[src/rtl/swsync_pkg.sv]
package swsync_pkg;

  // Strobes sent from the sequencing control to the counter datapath.
  typedef struct packed {
    logic restart;   // begin a new switching cycle on the next edge
    logic driveEn;   // this block owns the shared sync line
  } seqStrobe_t;

endpackage

[src/rtl/swsync_ctrl.sv]
module swsync_ctrl
  import swsync_pkg::*;
#(
  parameter int CNT_W       = 16,
  parameter int PULSE_CYC   = 11,
  parameter int SYNC_STAGES = 2
) (
  input  logic             clk,
  input  logic             rstN,
  input  logic             syncIn,
  input  logic [CNT_W-1:0] periodReg,
  input  logic             atTerm,
  input  logic             pulseStart,
  output seqStrobe_t       strobeO,
  output logic             lockedO
);

  localparam int GUARD_CYC = PULSE_CYC + SYNC_STAGES + 1;
  localparam int GW        = $clog2(GUARD_CYC + 1);

  logic [SYNC_STAGES-1:0] syncChain;
  logic                   lineLast;
  logic                   extRise;
  logic                   guardActive;
  logic                   edgeSeen;
  logic                   edgeFast;
  logic [CNT_W-1:0]       sinceEdge;
  logic [GW-1:0]          guardCnt;
  logic                   lockedQ;

  // Synchroniser chain, one flop per stage.
  for (genvar g = 0; g < SYNC_STAGES; g++) begin : g_sync
    if (g == 0) begin : g_first
      always_ff @(posedge clk or negedge rstN) begin
        if (!rstN) syncChain[g] <= 1'b0;
        else       syncChain[g] <= syncIn;
      end
    end else begin : g_next
      always_ff @(posedge clk or negedge rstN) begin
        if (!rstN) syncChain[g] <= 1'b0;
        else       syncChain[g] <= syncChain[g-1];
      end
    end
  end

  always_ff @(posedge clk or negedge rstN) begin
    if (!rstN) lineLast <= 1'b0;
    else       lineLast <= syncChain[SYNC_STAGES-1];
  end

  assign extRise     = syncChain[SYNC_STAGES-1] & ~lineLast;
  assign guardActive = (guardCnt != '0);
  assign edgeSeen    = extRise & ~guardActive;
  assign edgeFast    = edgeSeen & (sinceEdge < periodReg);

  // Clocks since the last accepted external edge, saturating.
  always_ff @(posedge clk or negedge rstN) begin
    if (!rstN)                 sinceEdge <= '1;
    else if (edgeSeen)         sinceEdge <= CNT_W'(1);
    else if (sinceEdge != '1)  sinceEdge <= sinceEdge + CNT_W'(1);
  end

  // Guard window that hides the echo of this block's own pulse.
  always_ff @(posedge clk or negedge rstN) begin
    if (!rstN)                        guardCnt <= '0;
    else if (pulseStart && !lockedQ)  guardCnt <= GW'(GUARD_CYC);
    else if (guardActive)             guardCnt <= guardCnt - GW'(1);
  end

  always_ff @(posedge clk or negedge rstN) begin
    if (!rstN)                    lockedQ <= 1'b0;
    else if (edgeFast)            lockedQ <= 1'b1;
    else if (atTerm || edgeSeen)  lockedQ <= 1'b0;
  end

  assign strobeO.restart = edgeFast | atTerm;
  assign strobeO.driveEn = ~lockedQ;
  assign lockedO         = lockedQ;

  AST_LOCK_NEEDS_RESTART: assert property (@(posedge clk) disable iff (!rstN)
    $rose(lockedQ) |-> $past(strobeO.restart));

  AST_SLOW_EDGE_NO_LOCK: assert property (@(posedge clk) disable iff (!rstN)
    (edgeSeen && (sinceEdge >= periodReg)) |=> !lockedQ);

  AST_GUARD_AFTER_OWN_PULSE: assert property (@(posedge clk) disable iff (!rstN)
    (pulseStart && !lockedQ) |=> guardActive);

endmodule

[src/rtl/swsync_dp.sv]
module swsync_dp
  import swsync_pkg::*;
#(
  parameter int CNT_W      = 16,
  parameter int DEF_PERIOD = 400,
  parameter int MIN_PERIOD = 100,
  parameter int PULSE_CYC  = 11
) (
  input  logic             clk,
  input  logic             rstN,
  input  logic [CNT_W-1:0] periodCfg,
  input  seqStrobe_t       strobeI,
  output logic [CNT_W-1:0] periodReg,
  output logic             atTerm,
  output logic             pulseStart,
  output logic             cycleStart,
  output logic             syncOut,
  output logic             syncOe
);

  localparam int PW = $clog2(PULSE_CYC + 1);
  localparam logic [CNT_W-1:0] DEF_P = CNT_W'(DEF_PERIOD);
  localparam logic [CNT_W-1:0] MIN_P = CNT_W'(MIN_PERIOD);

  logic [CNT_W-1:0] cnt;
  logic [CNT_W-1:0] effPeriod;
  logic [CNT_W-1:0] halfPoint;
  logic [PW-1:0]    pulseLeft;
  logic             pulseOn;

  always_comb begin
    if (periodCfg == '0)        effPeriod = DEF_P;
    else if (periodCfg < MIN_P) effPeriod = MIN_P;
    else if (periodCfg > DEF_P) effPeriod = DEF_P;
    else                        effPeriod = periodCfg;
  end

  always_ff @(posedge clk or negedge rstN) begin
    if (!rstN) begin
      cnt       <= '0;
      periodReg <= DEF_P;
    end else if (strobeI.restart) begin
      cnt       <= '0;
      periodReg <= effPeriod;
    end else begin
      cnt       <= cnt + CNT_W'(1);
    end
  end

  assign halfPoint  = periodReg >> 1;
  assign pulseStart = (cnt == halfPoint);
  assign atTerm     = (cnt == periodReg - CNT_W'(1));
  assign cycleStart = (cnt == '0);

  always_ff @(posedge clk or negedge rstN) begin
    if (!rstN)                  pulseLeft <= '0;
    else if (pulseStart)        pulseLeft <= PW'(PULSE_CYC - 1);
    else if (pulseLeft != '0)   pulseLeft <= pulseLeft - PW'(1);
  end

  assign pulseOn = pulseStart | (pulseLeft != '0);
  assign syncOut = pulseOn & strobeI.driveEn;
  assign syncOe  = strobeI.driveEn;

  AST_CNT_BELOW_PERIOD: assert property (@(posedge clk) disable iff (!rstN)
    cnt < periodReg);

  AST_PERIOD_CLAMPED: assert property (@(posedge clk) disable iff (!rstN)
    (periodReg >= MIN_P) && (periodReg <= DEF_P));

  AST_PULSE_HELD: assert property (@(posedge clk) disable iff (!rstN)
    $rose(pulseOn) |=> pulseOn);

endmodule

[src/rtl/swsync_top.sv]
module swsync_top
  import swsync_pkg::*;
#(
  parameter int CNT_W       = 16,
  parameter int DEF_PERIOD  = 400,
  parameter int MIN_PERIOD  = 100,
  parameter int PULSE_CYC   = 11,
  parameter int SYNC_STAGES = 2
) (
  input  logic             clk,
  input  logic             rstN,
  input  logic [CNT_W-1:0] periodCfg,
  input  logic             syncIn,
  output logic             cycleStart,
  output logic             syncOut,
  output logic             syncOe,
  output logic             locked
);

  seqStrobe_t       seqStrobe;
  logic [CNT_W-1:0] periodReg;
  logic             atTerm;
  logic             pulseStart;

  swsync_ctrl #(
    .CNT_W       (CNT_W),
    .PULSE_CYC   (PULSE_CYC),
    .SYNC_STAGES (SYNC_STAGES)
  ) u_ctrl (
    .clk        (clk),
    .rstN       (rstN),
    .syncIn     (syncIn),
    .periodReg  (periodReg),
    .atTerm     (atTerm),
    .pulseStart (pulseStart),
    .strobeO    (seqStrobe),
    .lockedO    (locked)
  );

  swsync_dp #(
    .CNT_W      (CNT_W),
    .DEF_PERIOD (DEF_PERIOD),
    .MIN_PERIOD (MIN_PERIOD),
    .PULSE_CYC  (PULSE_CYC)
  ) u_dp (
    .clk        (clk),
    .rstN       (rstN),
    .periodCfg  (periodCfg),
    .strobeI    (seqStrobe),
    .periodReg  (periodReg),
    .atTerm     (atTerm),
    .pulseStart (pulseStart),
    .cycleStart (cycleStart),
    .syncOut    (syncOut),
    .syncOe     (syncOe)
  );

  AST_START_SPACED: assert property (@(posedge clk) disable iff (!rstN)
    cycleStart |=> !cycleStart);

  AST_SLAVE_SILENT: assert property (@(posedge clk) disable iff (!rstN)
    locked |-> (!syncOut && !syncOe));

endmodule

[config.mk]
export PLATFORM = sky130hd
export DESIGN_NAME = swsync_top
export DESIGN_NICKNAME = d
export VERILOG_FILES = /design/src/rtl/swsync_pkg.sv /design/src/rtl/swsync_ctrl.sv /design/src/rtl/swsync_dp.sv /design/src/rtl/swsync_top.sv
export SDC_FILE = /design/constraint.sdc
export NUM_CORES = 1
export LEC_CHECK = 0
export BUFFER_PORTS_ARGS = -buffer_cell sky130_fd_sc_hd__clkbuf_2
export CAP_MARGIN = 0
export CORE_MARGIN = 2
export CORE_UTILIZATION = 60
export CTS_BUF_LIST = sky130_fd_sc_hd__clkbuf_16
export CTS_CLUSTER_DIAMETER = 150
export DETAILED_ROUTE_END_ITERATION = 12
export GPL_TIMING_DRIVEN = 0
export PLACE_DENSITY = 0.79
export SLEW_MARGIN = 20
export SYNTH_ARGS = -nofsm -noshare
export SYNTH_HDL_FRONTEND = slang
export SYNTH_HIERARCHICAL = 1
export SYNTH_SLANG_ARGS = --single-unit
[constraint.sdc]
create_clock -name clk -period 4.2 [get_ports clk]
set_clock_uncertainty 0.15 [all_clocks]
set_input_delay 0.42 -clock clk [delete_from_list [all_inputs] [get_ports clk]]
set_output_delay 0.42 -clock clk [all_outputs]
set_load 0.05 [all_outputs]
# Word-level counts from Yosys, hierarchy flattened
# Cells that the tools add are included.
word_totals:
  register_bits: 60
  out_inout_bits: 4
  wordCells: 52
classes:
  n_addsub: 5
  n_lt_le_gt_ge: 3
  eq_ne: 3
  muxes: 12
  bitwise: 9
  reduce_logical: 11
op_table:
  columns: ["operator", "count"]
  rows:
  - ["$mux W16", 6]
  - ["$add A16 B1 Y16 const B", 2]
  - ["$logic_not A16 Y1", 2]
  - ["$eq A16 B15 Y1", 1]
  - ["$eq A16 B16 Y1", 1]
  - ["$gt A16 B9 Y1 const B", 1]
  - ["$lt A16 B16 Y1", 1]
  - ["$lt A16 B7 Y1 const B", 1]
  - ["$mux W4", 4]
  - ["$ne A16 B16 Y1 const B", 1]
  - ["$sub A16 B1 Y16 const B", 1]
  - ["$reduce_bool A2 Y1", 4]
  - ["$reduce_bool A4 Y1", 2]
  - ["$sub A4 B1 Y4 const B", 2]
  - ["$and A1 B1 Y1", 4]
  - ["$not A1 Y1", 3]
  - ["$mux W1", 2]
  - ["$or A1 B1 Y1", 2]
  - ["$logic_and A1 B1 Y1", 1]
  - ["$logic_not A1 Y1", 1]
  - ["$logic_or A1 B1 Y1", 1]

# Depth between registers and ports, before layout
depth:
  ltp_word: 6
  ltp_mapped: 12
  ltp_nobuf: 11

# Hierarchy
# The synthesis kept the hierarchy.
modules_own_cells:
  columns: ["module", "instances", "cells_per_inst", "area_each_um2", "seq_area_each_um2"]
  rows:
  - ["swsync_dp", 1, 281, 2516.2, 904.6]
  - ["swsync_ctrl", 1, 188, 1672.9, 620.6]

# Worst setup path after synthesis
# Ideal clock, no wire load.
synth_timing:
  path_kind: "register to register"
  startpoint: "reg u_ctrl.guardCnt[0]"
  endpoint: "reg u_dp.periodReg[2]"
  setup_time_ps: 139
  arrival_time_ps: 2759
  slack_ps: 1152
  stages_incl_launch_ff: 12
  path_cell_list: "dfrtp_1 -> inv_1 -> ha_1 -> or3b_1 -> clkbuf_2 -> or3b_1 -> clkbuf_2 -> a2111o_1 -> o21bai_1 -> clkbuf_1 -> buf_1 -> o22ai_1"
synth_rtl:
  columns: ["element", "line", "source"]
  rows:
  - ["from (decl)", "swsync_ctrl.sv:28", "logic [GW-1:0] guardCnt;"]
  - ["from (signal assigned)", "swsync_ctrl.sv:66", "else if (pulseStart && !lockedQ) guardCnt <= GW'(GUARD_CYC);"]
  - ["from (signal assigned)", "swsync_ctrl.sv:67", "else if (guardActive) guardCnt <= guardCnt - GW'(1);"]
  - ["to (signal assigned)", "swsync_dp.sv:44", "periodReg <= effPeriod;"]
  - ["to (decl)", "swsync_dp.sv:13", "output logic [CNT_W-1:0] periodReg,"]

==> summary.txt <==
Pwr
  • Clock share of power: 27.6%
  • Switching pwr: 912 uW
  • Worst vdd ir: 370 uV
  • Pleak: 2.07 nW
  • Sw Share: 36.6%
  • Internal power: 1.58 mW
  • Seq pwr share: 34.7%
  • Comb power frac: 37.6%
  • Tot Pwr: 2.49 mW
  • Pwr dens: 528 nW/um^2

Timing
  • Setup TNS Final: 0 ns
  • Fin crit period: 3.74 ns
  • PnR worst setup slack: 0.461 ns
  • Final period util: 89.0%
  • Endpoints failing hold: 0
  • Worst relative slew slack: 53.3%
  • Final setup vio count: 0
  • Slew @ Worst Pin: 0.694 ns
  • Slew Viols, Final: 0
  • Unrepaired setup endpoints after global routing: false
  • Fmax: 0.267 GHz

Global routing
  • Vias in the first global route: 3464
  • Gr usage total: 26.0%
  • Pin count of the biggest net entering global routing: 34
  • Grt ovf: 0
  • Initial antenna violation count: 0
  • First-pass GRT wire length: 15700 um

Setup path
  • Worst reg2reg path startpoint: u_dp/periodReg[0]
  • Worst Path Buf+Inv: 3
  • R2R setup slack: 0.46 ns
  • CP delay by family, top: buffers and inverters
  • Crit path kind: reg2reg
  • Crit start category: flip-flop
  • Slowest CP cell: buf_1
  • Crit. Startpoint: u_dp/periodReg[0]
  • CP cell instances: inv_1 > ha_1 > nor4b_2 > nand2_1 > o311a_1 > o21ai_0 > nand4_1 > a211oi_2 > o21bai_1 > clkbuf_1 > buf_1 > o22ai_1
  • CP arrival: 3.76 ns
  • Largest stage delay, worst path: 0.48 ns
  • Required time of the critical path: 4.22 ns
  • Crit Path Max Fanout: 10
  • Worst Setup End Kind: flip-flop

Layout
  • Filler cell count: 566
  • P&R area growth vs syn: 12.5%
  • Layout cells sized above 1: 16.5%
  • # diodes: 0
  • # nets final: 546

Min path
  • HP Class: in2reg
  • HP Start: syncIn

Floorplanning
  • Die H: 87.6 um
  • Core ar.: 6760 um^2
  • Initial Util: 62.0%
  • Die area: 7670 um^2
  • Die Width: 87.6 um
  • # rows: 30
  • Ports: 23

Clock tree
  • Root Driver: clkbuf_16
  • H-tree levels: 3
  • CTS tree: yes
  • Max Root-Sink Buffers: 2
  • Post_cts resized: 0
  • CTS Sinks: 60
  • Inserted Clock Buffers: 9
  • Worst-Skew Late Latency: 0.32 ns
  • Worst-path clk slew: 0.05 ns

Logic synthesis
  • Most instantiated library cell after synthesis: dfrtp_1
  • Post-Syn Area: 4190 um^2
  • Area contributors post-synth: dfrtp_1 24%, dfstp_2 12%, ha_1 6.9%, xor2_1 6.3%, xnor2_1 3.8%
  • Synth warn: 6
  • EDFF count, synth: 0
  • Area share of the largest cell type after synthesis: 24.5%
  • Yosys reg bits: 60
  • Async SR Flop Fraction: 100%
  • Cell type with the largest total area after synthesis: dfrtp_1
  • Post-synth cell types: 66
  • Ys flop type: dfrtp_1
  • Post-Syn Instances: 469
  • Mean post-synth cell area: 8.93 um^2
  • Syn nets: 511
  • Top post-synthesis cells by count: 41 x dfrtp_1, 36 x inv_1, 35 x nand2_1
  • Register area share after synthesis: 36.4%

Route
  • Post-Route WL: 9270 um
  • Post-DRT Antenna Nets: 0
  • DR WL/cell: 15.7 um
  • Initial DRC count: 191
  • First drt pass iteration count: 6
  • Routed via count: 3530
  • Vias per cell: 5.99
  • # DRC: 0

Flow run
  • Max-cap check violation count: 0

Run status
  • Status: finished, final reports clean

Place
  • Gpl congestion: 0.889
  • Post-Place Worst Slack: 0.517 ns
  • Detailed placement HPWL: 6750 um
  • I/O Buffers: 22
## metrics by stage
stage          utilization, %  instance area, um^2  instances  hold slack [ns]
2_1_floorplan               -                 4190        469          -0.0256
3_3_place_gp             65.1                 4400        571            0.190
3_5_place_dp             65.4                 4420        572            0.194
4_1_cts                  69.7                 4710        589           0.0453
5_1_grt                  69.7                 4710        589           0.0523
6_report                 69.7                 4710        589           0.0545
## flip-flops by register name (all words and copies together), names as in the netlist
| signal | cells |
|---|---|
| u_ctrl/sinceEdge | 16 |
| u_dp/cnt | 16 |
| u_dp/periodReg | 16 |
| u_ctrl/guardCnt | 4 |
| u_dp/pulseLeft | 4 |
| u_ctrl/syncChain | 2 |
| u_ctrl/lineLast | 1 |
| u_ctrl/lockedO | 1 |
## power groups by stage
stage	Clock [mW]	Sequential (mW)	Combinational, mW
2_1_floorplan	0	0.852	0.714
3_3_place_gp	0	0.865	0.874
3_5_place_dp	0	0.874	0.915
4_1_cts	0.706	0.865	0.934
5_1_grt	0.731	0.885	1.04
6_report	0.688	0.864	0.937
## layout make-up
class	instances	area, um^2	share of cell area (%)
Clock buffer	9	225	4.78
Inverter	36	135	2.87
Timing Repair Buffer	24	143	3.03
Tap cell	80	100	2.12
Buffer	28	140	2.97
Multi-Input combinational cell	345	2390	50.7
Clock inverter	7	55.1	1.17
Sequential cell	60	1530	32.4
## metal layers
metal  share of wire [%]  vias to the layer above  GRT usage (%)
li1                    -                     1736              -
met1                  45                     1682           34.6
met2                  49                      104           43.0
met3                 4.8                        8           3.86
met4                 1.1                        0           10.2
met5                   0                        -              0
## cell usage in the layout (no fill, tap or decap), drive strengths merged, types with 4 or more instances in the layout
master | synthesis | final
a31oi | 4 | 4
nand4 | 13 | 13
nand2b | 4 | 4
or3 | 9 | 9
xor2 | 30 | 30
ha | 23 | 23
a211oi | 4 | 4
clkbuf | 15 | 46
nor4 | 17 | 17
dfrtp | 41 | 41
a21oi | 18 | 18
nor2 | 34 | 34
nand2 | 35 | 35
dfstp | 19 | 19
a21boi | 5 | 5
nor2b | 11 | 11
mux2i | 7 | 7
buf | 13 | 14
nand3 | 21 | 21
o22ai | 4 | 4
and3 | 4 | 4
inv | 36 | 40
a31o | 4 | 4
xnor2 | 18 | 18
o21ai | 21 | 21
nor3 | 16 | 16
## cells by family after synthesis
family	count (synthesis)	synth area share [%]
compound gates	81	13.9
xor+xnor	48	10.0
simple gates	185	24.3
buf+inv	64	6.57
mux	8	1.94
fa+ha+maj	23	6.87
flops	60	36.4
## repair_timing
item,CTS,global route
endpoints found under the hold margin,22,0
buffers inserted,0,0
hold buffers,1,0
## worst paths after layout
| path | cells after the start | to |
|---|---|---|
| max | 12 | u_dp/periodReg[6] |
| min | 1 | u_ctrl/syncChain[0] |
| max reg2reg | 12 | u_dp/periodReg[6] |
| min reg2reg | 0 | u_ctrl/syncChain[1] |
| max in group asynchronous | 3 | u_ctrl/sinceEdge[7] |
| min in group asynchronous | 2 | u_dp/cnt[11] |
No activity file was read; power rests on OpenSTA's default activity.
